File: config.mk
export PLATFORM = sky130hd
export DESIGN_NAME = vcr_ctrl_regs
export DESIGN_NICKNAME = d
export VERILOG_FILES = /design/src/rtl/vcr_pkg.sv /design/src/rtl/vcr_decode.sv /design/src/rtl/vcr_status.sv /design/src/rtl/vcr_store.sv /design/src/rtl/vcr_ctrl_regs.sv
export SDC_FILE = /design/constraint.sdc
export NUM_CORES = 1
export LEC_CHECK = 0
export BUFFER_PORTS_ARGS = -buffer_cell sky130_fd_sc_hd__buf_2
export CAP_MARGIN = 20
export CELL_PAD_IN_SITES_DETAIL_PLACEMENT = 0
export CELL_PAD_IN_SITES_GLOBAL_PLACEMENT = 1
export CORE_MARGIN = 1
export CORE_UTILIZATION = 25
export DETAILED_ROUTE_END_ITERATION = 6
export PLACE_DENSITY = 0.52
export SLEW_MARGIN = 0
export SYNTH_ARGS = -nofsm -noshare
export SYNTH_HDL_FRONTEND = slang
export SYNTH_SLANG_ARGS = --single-unit
File: constraint.sdc
create_clock -name clk -period 1.65 [get_ports clk]
set_input_delay 0.0825 -clock clk [delete_from_list [all_inputs] [get_ports clk]]
set_output_delay 0.0825 -clock clk [all_outputs]
set_load 0.05 [all_outputs]
File: src/rtl/vcr_pkg.sv
package vcr_pkg;
  // register indices (behaviour depends on the grouping, not on the numbers)
  localparam int IDX_STAT      = 0;
  localparam int IDX_CMD       = 1;
  localparam int IDX_ERRM      = 2;
  localparam int IDX_MARK      = 3;
  localparam int IDX_CYCLE     = 4;   // first engine-owned index
  localparam int IDX_BUF_FIRST = 11;  // double-buffer group start
  localparam int IDX_BUF_LAST  = 15;  // double-buffer group end
  localparam int IDX_ROW0      = 16;
  localparam int IDX_COL0      = 20;
  localparam int NUM_REGS      = 24;

  // command action bits, applied low to high
  localparam int CMD_CLR  = 0;
  localparam int CMD_STOP = 1;
  localparam int CMD_BRK  = 2;
  localparam int CMD_RST  = 3;

  localparam int ERRM_W = 3;
  localparam int MARK_W = 16;

  typedef struct packed {
    logic err_b;    // bit 6
    logic err_a;    // bit 5
    logic irq;      // bit 4
    logic mark;     // bit 3
    logic int_stl;  // bit 2
    logic brk_stl;  // bit 1
    logic stop_stl; // bit 0
  } stat_t;

  localparam int STAT_W = $bits(stat_t);
endpackage

File: src/rtl/vcr_decode.sv
module vcr_decode
  import vcr_pkg::*;
#(
  parameter int IW      = 5,
  parameter int UNIT_ID = 1
) (
  input  logic [IW-1:0] idx,
  output logic          host_ok,
  output logic          is_cmd,
  output logic          is_errm,
  output logic          is_mark,
  output logic          readable,
  output logic          eng_owned
);
  localparam bit HAS_BUF = (UNIT_ID != 0);

  int   i;
  logic in_buf;
  logic fitted;

  always_comb begin
    i         = int'(idx);
    in_buf    = (i >= IDX_BUF_FIRST) && (i <= IDX_BUF_LAST);
    fitted    = (i < NUM_REGS) && !(in_buf && !HAS_BUF);
    is_cmd    = (i == IDX_CMD);
    is_errm   = (i == IDX_ERRM);
    is_mark   = (i == IDX_MARK);
    host_ok   = is_cmd || is_errm || is_mark;
    readable  = fitted && !is_cmd;
    eng_owned = fitted && (i >= IDX_CYCLE);
  end
endmodule

File: src/rtl/vcr_status.sv
module vcr_status
  import vcr_pkg::*;
(
  input  logic       clk,
  input  logic       rst_n,
  input  logic       cmd_wr,
  input  logic [3:0] cmd_bits,
  input  logic       mark_wr,
  input  logic       ev_mark,
  input  logic       ev_int,
  input  logic       ev_istall,
  input  logic       ev_err0,
  input  logic       ev_err1,
  input  logic       ev_stop_take,
  output stat_t      stat,
  output logic       stop_pend
);
  stat_t stat_d;
  logic  pend_d;
  logic  upd_en;

  // next state: host command first, engine events on top, reset last
  always_comb begin
    stat_d = stat;
    pend_d = stop_pend;
    if (cmd_wr) begin
      if (cmd_bits[CMD_CLR]) begin
        stat_d.stop_stl = 1'b0;
        stat_d.brk_stl  = 1'b0;
        stat_d.int_stl  = 1'b0;
        stat_d.irq      = 1'b0;
        stat_d.err_a    = 1'b0;
        stat_d.err_b    = 1'b0;
        pend_d          = 1'b0;
      end
      if (cmd_bits[CMD_STOP]) pend_d = 1'b1;
      if (cmd_bits[CMD_BRK])  stat_d.brk_stl = 1'b1;
    end
    if (mark_wr)   stat_d.mark    = 1'b0;
    if (ev_mark)   stat_d.mark    = 1'b1;
    if (ev_int)    stat_d.irq     = 1'b1;
    if (ev_istall) stat_d.int_stl = 1'b1;
    if (ev_err0)   stat_d.err_a   = 1'b1;
    if (ev_err1)   stat_d.err_b   = 1'b1;
    if (ev_stop_take && pend_d) begin
      stat_d.stop_stl = 1'b1;
      pend_d          = 1'b0;
    end
    if (cmd_wr && cmd_bits[CMD_RST]) begin
      stat_d = '0;
      pend_d = 1'b0;
    end
  end

  assign upd_en = cmd_wr || mark_wr || ev_mark || ev_int || ev_istall ||
                  ev_err0 || ev_err1 || ev_stop_take;

  always_ff @(posedge clk or negedge rst_n) begin
    if (!rst_n) begin
      stat      <= '0;
      stop_pend <= 1'b0;
    end else if (upd_en) begin
      stat      <= stat_d;
      stop_pend <= pend_d;
    end
  end
endmodule

File: src/rtl/vcr_store.sv
module vcr_store
  import vcr_pkg::*;
#(
  parameter int DW      = 32,
  parameter int IW      = 5,
  parameter int UNIT_ID = 1
) (
  input  logic          clk,
  input  logic          rst_n,
  input  logic          clr,
  input  logic          ld,
  input  logic [IW-1:0] ld_idx,
  input  logic [DW-1:0] ld_data,
  input  logic [IW-1:0] rd_idx,
  output logic [DW-1:0] rd_val
);
  localparam bit HAS_BUF = (UNIT_ID != 0);

  logic [DW-1:0] q [NUM_REGS];

  for (genvar g = 0; g < NUM_REGS; g++) begin : g_slot
    if (g < IDX_CYCLE) begin : g_host
      assign q[g] = '0;
    end else if (!HAS_BUF && g >= IDX_BUF_FIRST && g <= IDX_BUF_LAST) begin : g_absent
      assign q[g] = '0;
    end else begin : g_live
      logic [DW-1:0] r;
      logic          en;
      assign en = clr || (ld && (ld_idx == IW'(g)));
      always_ff @(posedge clk or negedge rst_n) begin
        if (!rst_n)  r <= '0;
        else if (en) r <= clr ? '0 : ld_data;
      end
      assign q[g] = r;
    end
  end

  always_comb begin
    rd_val = '0;
    for (int k = 0; k < NUM_REGS; k++)
      if (rd_idx == IW'(k)) rd_val = q[k];
  end
endmodule

File: src/rtl/vcr_ctrl_regs.sv
module vcr_ctrl_regs
  import vcr_pkg::*;
#(
  parameter int DW      = 32,
  parameter int IW      = 5,
  parameter int UNIT_ID = 1
) (
  input  logic          clk,
  input  logic          rst_n,
  input  logic          wr_en,
  input  logic [IW-1:0] wr_idx,
  input  logic [DW-1:0] wr_data,
  input  logic [IW-1:0] rd_idx,
  output logic [DW-1:0] rd_data,
  output logic          wr_err,
  input  logic          eng_ld,
  input  logic [IW-1:0] eng_idx,
  input  logic [DW-1:0] eng_data,
  input  logic          ev_mark,
  input  logic          ev_int,
  input  logic          ev_istall,
  input  logic          ev_err0,
  input  logic          ev_err1,
  input  logic          ev_stop_take,
  output logic          stop_req,
  output logic          stall,
  output logic          eng_rst,
  output logic          q_flush
);
  logic w_ok, w_cmd, w_errm, w_mark, w_rd, w_eng;
  logic r_ok, r_cmd, r_errm, r_mark, r_rd, r_eng;
  logic e_ok, e_cmd, e_errm, e_mark, e_rd, e_eng;

  vcr_decode #(.IW(IW), .UNIT_ID(UNIT_ID)) u_dec_wr (
    .idx(wr_idx), .host_ok(w_ok), .is_cmd(w_cmd), .is_errm(w_errm),
    .is_mark(w_mark), .readable(w_rd), .eng_owned(w_eng));
  vcr_decode #(.IW(IW), .UNIT_ID(UNIT_ID)) u_dec_rd (
    .idx(rd_idx), .host_ok(r_ok), .is_cmd(r_cmd), .is_errm(r_errm),
    .is_mark(r_mark), .readable(r_rd), .eng_owned(r_eng));
  vcr_decode #(.IW(IW), .UNIT_ID(UNIT_ID)) u_dec_eng (
    .idx(eng_idx), .host_ok(e_ok), .is_cmd(e_cmd), .is_errm(e_errm),
    .is_mark(e_mark), .readable(e_rd), .eng_owned(e_eng));

  logic cmd_wr, rst_cmd, errm_wr, mark_wr, bad_wr, eng_go;
  assign cmd_wr  = wr_en && w_cmd;
  assign rst_cmd = cmd_wr && wr_data[CMD_RST];
  assign errm_wr = wr_en && w_errm;
  assign mark_wr = wr_en && w_mark;
  assign bad_wr  = wr_en && !w_ok;
  assign eng_go  = eng_ld && e_eng;

  stat_t stat;
  logic  stop_pend;

  vcr_status u_stat (
    .clk(clk), .rst_n(rst_n), .cmd_wr(cmd_wr), .cmd_bits(wr_data[3:0]),
    .mark_wr(mark_wr), .ev_mark(ev_mark), .ev_int(ev_int),
    .ev_istall(ev_istall), .ev_err0(ev_err0), .ev_err1(ev_err1),
    .ev_stop_take(ev_stop_take), .stat(stat), .stop_pend(stop_pend));

  logic [DW-1:0] eng_val;

  vcr_store #(.DW(DW), .IW(IW), .UNIT_ID(UNIT_ID)) u_store (
    .clk(clk), .rst_n(rst_n), .clr(rst_cmd), .ld(eng_go), .ld_idx(eng_idx),
    .ld_data(eng_data), .rd_idx(rd_idx), .rd_val(eng_val));

  // host-owned storage: next state and register processes
  logic [ERRM_W-1:0] errm_q, errm_d;
  logic [MARK_W-1:0] mark_q, mark_d;
  logic              host_en;
  logic              pulse_en;

  always_comb begin
    errm_d = errm_q;
    mark_d = mark_q;
    if (errm_wr) errm_d = wr_data[ERRM_W-1:0];
    if (mark_wr) mark_d = wr_data[MARK_W-1:0];
    if (rst_cmd) begin
      errm_d = '0;
      mark_d = '0;
    end
  end

  assign host_en  = errm_wr || mark_wr || rst_cmd;
  assign pulse_en = rst_cmd || eng_rst || bad_wr || wr_err;

  always_ff @(posedge clk or negedge rst_n) begin
    if (!rst_n) begin
      errm_q <= '0;
      mark_q <= '0;
    end else if (host_en) begin
      errm_q <= errm_d;
      mark_q <= mark_d;
    end
  end

  always_ff @(posedge clk or negedge rst_n) begin
    if (!rst_n) begin
      eng_rst <= 1'b0;
      q_flush <= 1'b0;
      wr_err  <= 1'b0;
    end else if (pulse_en) begin
      eng_rst <= rst_cmd;
      q_flush <= rst_cmd;
      wr_err  <= bad_wr;
    end
  end

  // read path
  always_comb begin
    rd_data = '0;
    if (r_rd) begin
      if (rd_idx == IW'(IDX_STAT))  rd_data[STAT_W-1:0] = stat;
      else if (r_errm)              rd_data[ERRM_W-1:0] = errm_q;
      else if (r_mark)              rd_data[MARK_W-1:0] = mark_q;
      else if (r_eng)               rd_data = eng_val;
    end
  end

  assign stop_req = stop_pend;
  assign stall    = stat.stop_stl || stat.brk_stl || stat.int_stl;
endmodule

== Word level (Yosys, flattened, before mapping) ==
Index checks and enable logic that the tools add are counted.
Cells by class
  add/subtract/negate cells: 0
  $mul: 0
  div/mod/pow operators: 0
  magnitude comparators: 4
  eq/ne operators: 46
  shifts and indexed selects: 0
  multiplexer cells: 50
  bitwise logic cells: 0
  reduce and logical (&&, ||, !) cells: 93
Operator list (number)
  32-bit two-way mux: 23
  5-bit by 4-bit equality test with 1-bit output, second input constant: 16
  5-bit equality test, second input constant: 16
  16-bit two-way mux: 4
  5-bit by 3-bit equality test with 1-bit output, second input constant: 12
  1-bit logical OR: 36
  3-bit nonzero test: 12
  1-bit logical AND: 30
  29-bit two-way mux: 1
  25-bit two-way mux: 1
  3-bit two-way mux: 6
  3-bit AND reduction: 6
  7-bit two-way mux: 2
  1-bit two-way mux: 13
  5-bit by 2-bit equality test with 1-bit output, second input constant: 2
  5-bit by 3-bit >= comparator with 1-bit output, second input constant: 2
  5-bit less-than comparator, second input constant: 2
  2-bit AND reduction: 3
  2-bit nonzero test: 3
  5-bit logical NOT: 1
  1-bit logical NOT: 2
Word-level totals
  register bits: 669
  bits in latches: 0
  RAM bits: 0
  bits in read-only memories: 0
  input port bits: 89
  output and inout bits: 37
  logic and storage cells: 225
  memories: 0

== Longest topological paths before layout ==
  depth after elaboration: 26
  depth in mapped cells: 11
  mapped depth without buffers: 6

== Cells and area by module ==
Synthesis repeated with hierarchy kept, for this count alone.
Unflattened totals
  cells, all modules: 4006
  area, all modules: 33659.8 sq um
Modules (own cells, without submodules)
  vcr_store: instances 1, cells an instance 3771, area an instance 31691.6 sq um, seq. area each 16015.4 sq um
  vcr_ctrl_regs: instances 1, cells an instance 173, area an instance 1406.3 sq um, seq. area each 525.5 sq um
  vcr_status: instances 1, cells an instance 38, area an instance 374.1 sq um, seq. area each 200.2 sq um
  vcr_decode: instances 3, cells an instance 8, area an instance 62.6 sq um, seq. area each 0.0 sq um

== Worst setup path after synthesis ==
OpenSTA, ideal clock, no wires.
  path type: input to output
  from: input port rd_idx[4]
  to: output port rd_data[25]
  arrival: 2.529 ns
  data required time: 1.567 ns
  path slack: -0.962 ns
  cell stages on the path: 9
  path through: buf_2 -> or3b_1 -> buf_2 -> nor2_2 -> buf_4 -> nand2_1 -> nand3_1 -> nor3_1 -> a211oi_1
Between the ends
  word-level cells in the longest chain between the ends: 26
  elaborated cells between the ends (all ways): 54
  those cells by class: order compare (2); eq/ne (23); mux (25); reduce/logical (4)
Ends and longest elaborated chain
  start: declaration: RTL line vcr_ctrl_regs.sv:13  | input logic [IW-1:0] rd_idx,
  5-bit by 3-bit equality test with 1-bit output: RTL line vcr_store.sv:41  | if (rd_idx == IW'(k)) rd_val = q[k];
  32-bit two-way mux (20 in series): RTL line vcr_store.sv:41
  32-bit two-way mux: RTL line vcr_ctrl_regs.sv:116  | else if (r_eng) rd_data = eng_val;
  16-bit two-way mux: RTL line vcr_ctrl_regs.sv:115  | else if (r_mark) rd_data[MARK_W-1:0] = mark_q;
  29-bit two-way mux: RTL line vcr_ctrl_regs.sv:114  | else if (r_errm) rd_data[ERRM_W-1:0] = errm_q;
  25-bit two-way mux: RTL line vcr_ctrl_regs.sv:113  | if (rd_idx == IW'(IDX_STAT)) rd_data[STAT_W-1:0] = stat;
  32-bit two-way mux *: RTL line vcr_ctrl_regs.sv:112  | if (r_rd) begin
  end: declaration: RTL line vcr_ctrl_regs.sv:14  | output logic [DW-1:0] rd_data,
Every way passes the cells marked *; elsewhere a longest branch is shown, timed or not.

== Final worst setup path ==
  from: register u_store.g_slot[6].g_live.r[14]
  to: output port rd_data[14]
Between the ends
  word-level cells in the longest chain between the ends: 23
Ends and longest elaborated chain
  start: declaration: RTL line vcr_store.sv:27  | logic [DW-1:0] r;
  start signal: assignment: RTL line vcr_store.sv:32  | else if (en) r <= clr ? '0 : ld_data;
  32-bit two-way mux (18 in series): RTL line vcr_store.sv:41
  32-bit two-way mux: RTL line vcr_ctrl_regs.sv:116
  16-bit two-way mux: RTL line vcr_ctrl_regs.sv:115
  29-bit two-way mux: RTL line vcr_ctrl_regs.sv:114
  25-bit two-way mux: RTL line vcr_ctrl_regs.sv:113
  32-bit two-way mux: RTL line vcr_ctrl_regs.sv:112
Every way passes these cells.

==> flow_metrics.py <==
metrics = {
    "run_status": {
        "status": "complete, but fails checks",
        "violations": "negative setup slack",
    },
    "synthesis": {
        "netlist_instances": 4043,
        "yosys_warnings": 0,
        "ys_ff_latch": 669,
        "async_flop_share_pct": 100.0,
        "seq_area_frac_synth_pct": 51.09,
        "syn_area_per_cell_um2": 8.104,
        "synthDistinctLibCells": 73,
        "syn_area_um2": 32770,
        "synth_enable_flop_cells": 0,
        "synth_fp_nets": 4132,
        "synth_ff_type": "dfrtp_1",
    },
    "grt": {
        "grt_first_pass_wirelength_mm": 257.9,
        "grt.met2_usage_pct": 42.78,
        "grt.met3_usage_pct": 4.824,
        "track_usage_pct": 27.36,
        "antenna_found_initial": 3,
        "grt_max_degree": 88,
        "grt_pass1_vias": 32700,
        "gr-total-overflow": 0,
        "grt_use_met1_pct": 37.84,
        "grt_busiest_layer": "met2",
    },
    "worst_setup_path": {
        "crit_fanout": 2,
        "cp-end-kind": "output pin",
        "startpoint_type": "register",
        "slowest_delay_ps": 410,
        "arrival_ps": 2760,
        "crit_type": "reg2out",
        "path_cells": "and2_4 -> a211oi_2 -> o32a_1 -> o211ai_1 -> nand2_1 -> a31oi_4 -> buf_6",
        "critPathSlowestCell": "o211ai_1",
        "critPathRequiredTime_ps": 1570,
    },
    "cts": {
        "cts_root_buf": "clkbuf_16",
        "cts_tree": "built",
        "clkLatencyLatePin_ps": 680,
        "clk_path_buf_depth": 3,
        "cts_buffers": 85,
        "cts_max_level": 3,
        "clkTransAtPathRegs_ps": 60,
        "cts.sinks": 669,
    },
    "route": {
        "drc_errors": 0,
        "routed_wl_mm": 183.1,
        "ant_nets": 0,
        "via_per_inst": 5.249,
        "drt_iter0_markers": 3674,
        "num_vias": 33420,
        "wire_per_inst_um": 28.75,
        "dr.pass1.iters": 6,
    },
    "finish": {
        "most-common-layout-cells": "nand2_1 (1428), a21oi_1 (752), dfrtp_1 (665)",
        "multi_input_area_um2": 16070,
        "antenna_cells": 0,
        "final_common_cell": "nand2_1",
        "fin_nets": 4648,
        "final-seq-area_um2": 16750,
        "drive_gt1_share_pct": 24.62,
        "syn_to_final_growth_pct": 40.26,
        "final.fill_count": 13560,
    },
    "placement": {
        "dpl_worst_slack_ps": -1152,
        "gp_congestion": 0.9291,
        "io_buffers": 109,
        "dp_hpwl_mm": 127.7,
    },
    "timing": {
        "timing.final.ws_setup_ps": -1191,
        "max_slew_margin_pct": 49.98,
        "rsz0062_at_grt": "true",
        "setup_viol_count_final": 33,
        "finalClockSkew_ps": 0.1390,
        "worst_slew_pin_slew_ps": 748.8,
        "period_minus_slack_ps": 2841,
        "drv_slew": 0,
        "fin_crit_sh_pct": 172.2,
        "whs_ps": 28.54,
        "fmax_ghz": 0.3520,
        "hold_viol": 0,
        "tns_ps": -24670,
    },
    "min_path": {
        "min_path_type": "in2async",
    },
    "power": {
        "vdd_drop_max_mv": 0.7401,
        "p_per_area_nw_per_um2": 1083,
        "power_leakage_uw": 0.01973,
    },
    "flow_run": {
        "drv_cap": 0,
    },
    "floorplan": {
        "die_w_um": 364.0,
        "core-area_um2": 129800,
        "fp.dieH_um": 364.0,
        "ios": 126,
        "rows": 132,
        "start_util_pct": 25.24,
        "fp.dieArea_um2": 132500,
    },
}
==> power breakdown <==
part	leakage, uW	switching, uW	internal, uW	total [uW]
Clock	0.00143	8090	11800	19900
Sequential	0.00876	2120	19300	21400
Combinational	0.00954	4830	3590	8420
Total	0.0197	15000	34700	49700
==> repair_timing <==
item,in CTS,in global routing
hold buffers,69,0
setup endpoints to repair,33,38
pin swaps,89,56
gates resized for setup,214,50
setup buffers,22,8
hold endpoints to repair,1308,0
==> state kept, by name, summed over array words and instances (netlist names) <==
signal,count
errm_q,3
mark_q,16
q_flush,1
u_stat.stat,7
u_stat.stop_pend,1
u_store.g_slot.g_live.r,640
wr_err,1
==> final timing paths <==
check / startpoint / endpoint / slack, ps / cells after the start
max: u_store.g_slot[6].g_live.r[14]$_DFFE_PN0P_ / rd_data[14] / -1190 / 7
min: rst_n / u_store.g_slot[12].g_live.r[1]$_DFFE_PN0P_ / 30 / 3
max reg2reg: u_stat.stat[0]$_DFFE_PN0P_ / u_stat.stat[0]$_DFFE_PN0P_ / 120 / 5
min reg2reg: u_store.g_slot[22].g_live.r[19]$_DFFE_PN0P_ / u_store.g_slot[22].g_live.r[19]$_DFFE_PN0P_ / 520 / 2
max in group asynchronous: rst_n / u_store.g_slot[5].g_live.r[18]$_DFFE_PN0P_ / 990 / 4
min in group clk: eng_idx[1] / u_store.g_slot[15].g_live.r[8]$_DFFE_PN0P_ / 60 / 5
==> layout make-up <==
cell class	count	share of cell area, %
Clock buffer	116	5.255
Clock inverter	38	1.026
Sequential cell	669	36.44
Timing Repair Buffer	800	17.48
Multi-Input combinational cell	2993	34.97
Inverter	10	0.08168
Tap cell	1742	4.743
==> through the flow <==
stage	std cells	area, um2	total power (uW)	utilization (%)
global route	6368	45960	51650	35.40
global placement	6129	41090	29310	31.65
detailed placement	6129	41090	29430	31.65
finish	6368	45960	49750	35.40
CTS	6362	45660	49820	35.17
floorplan	4043	33470	25200	-
==> kinds of logic (layout without fill, tap and decap cells) <==
family                 after synthesis  after routing  share of synthesized area [%]
AO/OA/AOI/OAI                     1211           1211                          21.25
buffers and inverters              381            964                          5.044
flip-flops                         669            669                          51.09
multiplexers                        25             25                         0.8554
AND/OR/NAND/NOR                   1757           1757                          21.76
==> critical path: cells and delay by family, from the launching register on <==
family	cells	cell delay, ps
AO/OA/AOI/OAI	4	1090
buffers and inverters	1	210
flip-flops	1	370
AND/OR/NAND/NOR	2	380
==> cell usage after synthesis, types with 8 or more instances <==
master	count	area (um2)
a211oi_1	15	112.6
a21o_1	10	75.07
a21oi_1	779	3899
a221o_1	8	80.08
a221oi_1	28	245.2
a22o_1	19	166.4
a22oi_1	89	668.1
a31oi_1	19	118.9
a32oi_1	9	78.83
and3_1	8	50.05
buf_2	121	605.6
buf_4	13	97.59
clkbuf_1	234	878.3
dfrtp_1	669	16740
inv_1	8	30.03
mux2i_1	19	190.2
nand2_1	1450	5443
nand2b_1	18	112.6
nand3_1	57	285.3
nand4_1	9	56.30
nor2_1	98	367.9
nor2b_1	23	143.9
nor3_1	34	170.2
o211ai_1	13	97.59
o21ai_0	116	580.6
o221ai_1	14	122.6
o22ai_1	34	212.7
or3_1	8	50.05
==> metal layers <==
layer	vias to the layer above	part of all wire [%]
li1	14780	-
met1	17000	44
met2	1367	45
met3	272	7.4
met4	2	3.6
met5	-	0.0060
Note: power is estimated with default switching activity, not from simulation.
